[src/rtl/sio_irq_pkg.sv]
// Shared constants and types for the serial interrupt combiner.
// Assumes an 8-bit flag vector with the oscillator-ready flag at bit 3.
package sio_irq_pkg;
    localparam int IRQ_W    = 8;
    localparam int OSC_BIT  = 3;
    localparam logic [IRQ_W-1:0] LOCK_MASK = IRQ_W'(1) << OSC_BIT;

    typedef logic [IRQ_W-1:0] irq_vec_t;
endpackage

[src/rtl/sio_irq_mask_reg.sv]
// Write-only mask register. Loads on a write strobe while the controller runs.
// Bits flagged in LOCK are tied to zero, so they can never be set.
// Assumes a synchronous active-low reset.
module sio_irq_mask_reg #(
    parameter int          W    = 8,
    parameter logic [W-1:0] LOCK = '0
) (
    input  logic         clk,
    input  logic         rst_n,
    input  logic         stop_i,
    input  logic         wr_stb_i,
    input  logic [W-1:0] wr_data_i,
    output logic [W-1:0] mask_o
);
    logic load;

    // Decide whether this cycle may update the mask
    always_comb load = wr_stb_i && !stop_i;

    for (genvar i = 0; i < W; i++) begin : g_bit
        if (LOCK[i]) begin : g_locked
            // Locked lane: always reads as disabled
            assign mask_o[i] = 1'b0;
        end else begin : g_live
            logic bit_q;
            // Hold or load one mask bit
            always_ff @(posedge clk) begin
                if (!rst_n)     bit_q <= 1'b0;
                else if (load)  bit_q <= wr_data_i[i];
            end
            assign mask_o[i] = bit_q;
        end
    end

    AST_STOP_HOLDS: assert property (@(posedge clk) disable iff (!rst_n)
        stop_i |=> (mask_o == $past(mask_o)));
endmodule

[src/rtl/sio_irq_reduce.sv]
// Pairs each flag with its mask bit and registers the OR of the pairs.
// Assumes mask and status are valid at each rising edge.
module sio_irq_reduce #(
    parameter int W = 8
) (
    input  logic         clk,
    input  logic         rst_n,
    input  logic [W-1:0] status_i,
    input  logic [W-1:0] mask_i,
    output logic         irq_o
);
    logic [W-1:0] hit;
    logic         any_hit;
    logic         irq_q;

    for (genvar i = 0; i < W; i++) begin : g_pair
        // One lane: flag passes only when its mask bit is set
        assign hit[i] = status_i[i] & mask_i[i];
    end

    // Collapse the lanes into a single request
    always_comb any_hit = |hit;

    // Register the request
    always_ff @(posedge clk) begin
        if (!rst_n) irq_q <= 1'b0;
        else        irq_q <= any_hit;
    end

    assign irq_o = irq_q;

    AST_IRQ_FOLLOWS: assert property (@(posedge clk) disable iff (!rst_n)
        (|(status_i & mask_i)) |=> irq_o);
    AST_IRQ_NEEDS_PAIR: assert property (@(posedge clk) disable iff (!rst_n)
        !(|(status_i & mask_i)) |=> !irq_o);
endmodule

[src/rtl/sio_irq_readmux.sv]
// Read path: raw status at address 0, zeros at the write-only mask address.
// Purely combinational; assumes the caller samples within the cycle.
module sio_irq_readmux #(
    parameter int W = 8
) (
    input  logic         rd_sel_i,
    input  logic [W-1:0] status_i,
    output logic [W-1:0] rd_data_o
);
    // Pick the unmasked flags or the write-only placeholder
    always_comb rd_data_o = rd_sel_i ? '0 : status_i;
endmodule

[src/rtl/sio_irq_combiner.sv]
// Top level: mask register, request reduction and read path.
// Assumes stop_i comes from the controller's run/stop control, already in this clock domain.
module sio_irq_combiner
    import sio_irq_pkg::*;
(
    input  logic             clk,
    input  logic             rst_n,
    input  logic             stop_i,
    input  logic             wr_stb_i,
    input  logic [IRQ_W-1:0] wr_data_i,
    input  logic [IRQ_W-1:0] status_i,
    input  logic             rd_sel_i,
    output logic [IRQ_W-1:0] rd_data_o,
    output logic             irq_o
);
    irq_vec_t mask;

    sio_irq_mask_reg #(.W(IRQ_W), .LOCK(LOCK_MASK)) u_mask (
        .clk(clk), .rst_n(rst_n), .stop_i(stop_i),
        .wr_stb_i(wr_stb_i), .wr_data_i(wr_data_i), .mask_o(mask)
    );

    sio_irq_reduce #(.W(IRQ_W)) u_reduce (
        .clk(clk), .rst_n(rst_n), .status_i(status_i),
        .mask_i(mask), .irq_o(irq_o)
    );

    sio_irq_readmux #(.W(IRQ_W)) u_read (
        .rd_sel_i(rd_sel_i), .status_i(status_i), .rd_data_o(rd_data_o)
    );

    AST_OSC_ALONE_QUIET: assert property (@(posedge clk) disable iff (!rst_n)
        (status_i == LOCK_MASK) |=> !irq_o);
endmodule

[config.mk]
export PLATFORM = sky130hd
export DESIGN_NAME = sio_irq_combiner
export DESIGN_NICKNAME = d
export VERILOG_FILES = /design/src/rtl/sio_irq_pkg.sv /design/src/rtl/sio_irq_mask_reg.sv /design/src/rtl/sio_irq_reduce.sv /design/src/rtl/sio_irq_readmux.sv /design/src/rtl/sio_irq_combiner.sv
export SDC_FILE = /design/constraint.sdc
export NUM_CORES = 1
export LEC_CHECK = 0
export BUFFER_PORTS_ARGS = -buffer_cell sky130_fd_sc_hd__buf_2
export CAP_MARGIN = 10
export CORE_AREA = 3 3 40 42
export DETAILED_ROUTE_END_ITERATION = 6
export DIE_AREA = 0 0 43 45
export PLACE_DENSITY_LB_ADDON = 0.25
export SYNTH_ARGS = -nofsm -noshare
export SYNTH_HDL_FRONTEND = slang
export SYNTH_SLANG_ARGS = --single-unit
[constraint.sdc]
create_clock -name clk -period 0.8 [get_ports clk]
set_input_delay 0.12 -clock clk [delete_from_list [all_inputs] [get_ports clk]]
set_output_delay 0.12 -clock clk [all_outputs]
set_load 0.02 [all_outputs]
==> results.txt <==
The gate count of the mapped netlist is 37, and the area of the mapped netlist is 367 µm². The run gives 0.465 as the register share of total power. The commonest non-fill, non-tap cell in the layout is buf_2. The run finished, with violations left. The logs give 0.0962 for the overall routing resource usage and 0.696 mW for the internal power contribution. The fraction of power consumed by combinational cells was 0.216; the number of storage elements in the synthesis netlist was 8. The initialized floorplan defines 13 standard-cell rows.

The tools report the H-tree depth reported by CTS as 1. In this run the worst path has a maximum fanout of 2. Setup violations remaining at the end of the flow were counted as 2. After routing the design area is 563 µm².

The logs give 160 µm² for the sequential cell area and 0 for the final number of hold-violating endpoints. The library cells used most frequently in the layout, excluding fill and tap cells, are buf_2, nor2b_1, dfxtp_1. For this run, the number of standard cells in the final layout without fillers is 83. Once detailed placement completed, the half-perimeter wirelength came to 705 µm. The number of nets handed over by synthesis was 58. The tools report the footprint of the multi-input gates as 191 µm².

For the total leakage power, the log shows 0.280 nW. The logs give 0.437 for the sequential cell area fraction in the yosys report and 355 for the number of global-route vias before repair. Summing all placed instances gives a cell area of 534 µm².

The routability congestion estimate was 0.637; the clock period minus worst slack was 0.849 ns. The logs give 9 for the pin count of the biggest net entering global routing and 0.285 for the initial core utilization. After detailed routing, the number of remaining DRC violations is 0. Summed over all instances, the cell type with the most area after synthesis is dfxtp_1. Counting every sink on the clock net gives 8. The logs give 0.815 for the worst relative slew slack and 0.92 ns for the endpoint required time on the critical path. The tools report the floorplan core area as 0.00128 mm². During I/O placement, the number of pins put on the boundary was 30.

Across the VDD grid, the largest voltage drop is 0.704 mV. Highest-delay cell along the critical path: a222oi_1. The per-instance average area after synthesis works out to 9.91 µm².

The final critical-path setup slack is -0.0486 ns, and the warning count from the yosys run is 0. TritonCTS created 3 clock buffers. The floorplan die area is 0.00194 mm². The detail route stage leaves a number of antenna-violating nets equal to 0.

The area growth from synthesis to layout is 53.6%. Maximum clock insertion buffer count: 2. The share of total power consumed by net switching was 0.249. First-pass detailed-route iteration total: 4.

The width of the chip is 43 µm, and the total routed wirelength is 843 µm. The first global-routing pass estimated 1370 µm of wire. Counting the fill cells in the layout gives 147. The average detailed-routed wire length per instance came out at 10.2 µm.

The clock share of power was 0.319. TritonCTS built the clock tree. The first routing iteration left 10 violations. The net count of the finished layout is 91. The slew at the pin closest to its max-slew limit was 0.278 ns; the power per unit of standard cell area was 1650 mW/mm². Count of vias placed by the detailed router: 369.

Global routing finished with a remaining overflow of 0. The count of input and output buffers came out at 28. Walking the worst path, the cells encountered are a222oi_1, a31oi_1.

The type of the setup path with the least slack is flip-flop to flip-flop. Number of antenna violations at the first check in global routing: 0. The worst setup path is launched from a flip-flop. The distinct cell type count of the synthesized netlist is 10.

The run gives 1180 MHz as the peak clock frequency supported by timing. The run gives 0.000499 ns as the worst clock skew. Fraction of layout cells with a size suffix above 1: 0.485.

The endpoint arrival time on the critical path is 0.97 ns. Largest stage delay on the critical path: 0.31 ns. The tightest min-delay check is of the primary input to flip-flop type. The count of pins over their slew limit was 0; the clock-pin slew on the worst setup and hold paths was 0.05 ns. The final reports fail on setup timing. The tools report the reg2reg setup slack as -0.05 ns. Setup repair after global routing could not meet its margin everywhere.

The average via count per standard cell was 4.45. The tree is rooted in a clkbuf_4. The final critical-path share of the clock period was 1.06.

Counting tap cells, the placed design contains a total of 80 instances. Sorting the synthesized cells by area gives the leading types as dfxtp_1, mux2i_1, nor2b_1. The die is 45 µm tall.

For this design the total switching power over the nets is 0.231 mW. The worst setup path is captured at a flip-flop. The area fraction of the dominant cell type after synthesis was 0.437; the number of antenna repair diodes was 0. The clock reaches the later pin of the worst-skew pair after 0.24 ns.

Max-cap violations in this run came to 0.
## flip-flops by register name, summed over array words and instances (netlist names)
signal                     count
u_reduce.irq_o                 1
u_mask.g_bit.g_live.bit_q      7
## per-stage QoR
step | worst slack, ns | hold WS, ns | total power, mW | TNS, ns | utilization
final | -0.0486 | 0.109 | 0.927 | -0.0493 | 0.438
after global routing | -0.0723 | 0.111 | 0.994 | -0.113 | 0.438
after CTS | -0.0568 | 0.104 | 0.944 | -0.0651 | 0.438
after detailed placement | -0.0529 | 0.363 | 0.636 | -0.350 | 0.416
after global placement | -0.0465 | 0.356 | 0.635 | -0.335 | 0.416
after floorplan | -0.0000675 | 0.267 | 0.542 | -0.0000675 | -
## synthesized netlist by cell type (all sizes together)
master / n
a31oi: 1
mux2i: 7
inv: 1
a222oi: 1
nor2: 7
a22oi: 2
buf: 1
dfxtp: 8
nor2b: 9
## layer usage
metal  global-route usage  share of wire  up-vias
met4               0.0542              0        0
met3               0.0398          0.088        0
li1                     -              -      189
met2                0.150           0.51       15
met5                    0              0        -
met1                0.112           0.40      165
## critical path: cells and delay by family, from the launching register on
kind,cells,cell delay (ns)
compound gates,2,0.42
flops,1,0.30
## path summary, 6_finish.rpt
path | startpoint | to | cells after the start
setup reg to reg | u_mask.g_bit[5].g_live.bit_q | u_reduce.irq_o | 2
hold / removal | wr_data_i[0] | u_mask.g_bit[0].g_live.bit_q | 3
hold reg to reg | u_mask.g_bit[5].g_live.bit_q | u_mask.g_bit[5].g_live.bit_q | 2
setup / recovery | u_mask.g_bit[5].g_live.bit_q | u_reduce.irq_o | 2
## layout make-up
type | count | area share
timing repair buffer | 29 | 0.296
clock buffer | 3 | 0.0400
sequential | 8 | 0.284
tap | 15 | 0.0333
multi-input combinational | 27 | 0.340
inverter | 1 | 0.00667
## logic make-up (layout without fill, tap and decap cells)
kind of cell | Yosys count | after routing | share of synthesized area
AOI/OAI and AO/OA | 4 | 4 | 0.0853
buffers and inverters | 2 | 33 | 0.0409
DFF | 8 | 8 | 0.437
muxes | 7 | 7 | 0.191
and+or+nand+nor | 16 | 16 | 0.246
## power groups by stage
| stage | registers, mW | clock network (mW) | logic, mW |
|---|---|---|---|
| floorplan | 0.442 | 0 | 0.0998 |
| global placement | 0.438 | 0 | 0.197 |
| detailed placement | 0.438 | 0 | 0.197 |
| CTS | 0.431 | 0.309 | 0.204 |
| global route | 0.433 | 0.342 | 0.218 |
| finish | 0.431 | 0.295 | 0.200 |
## what timing repair did
action / CTS / global route
endpoints found under the setup margin: 2 / 2
hold buffers: 0 / 0
resized for setup: 2 / 0
setup buffers: 0 / 0
Power figures use the tool's default switching activity.
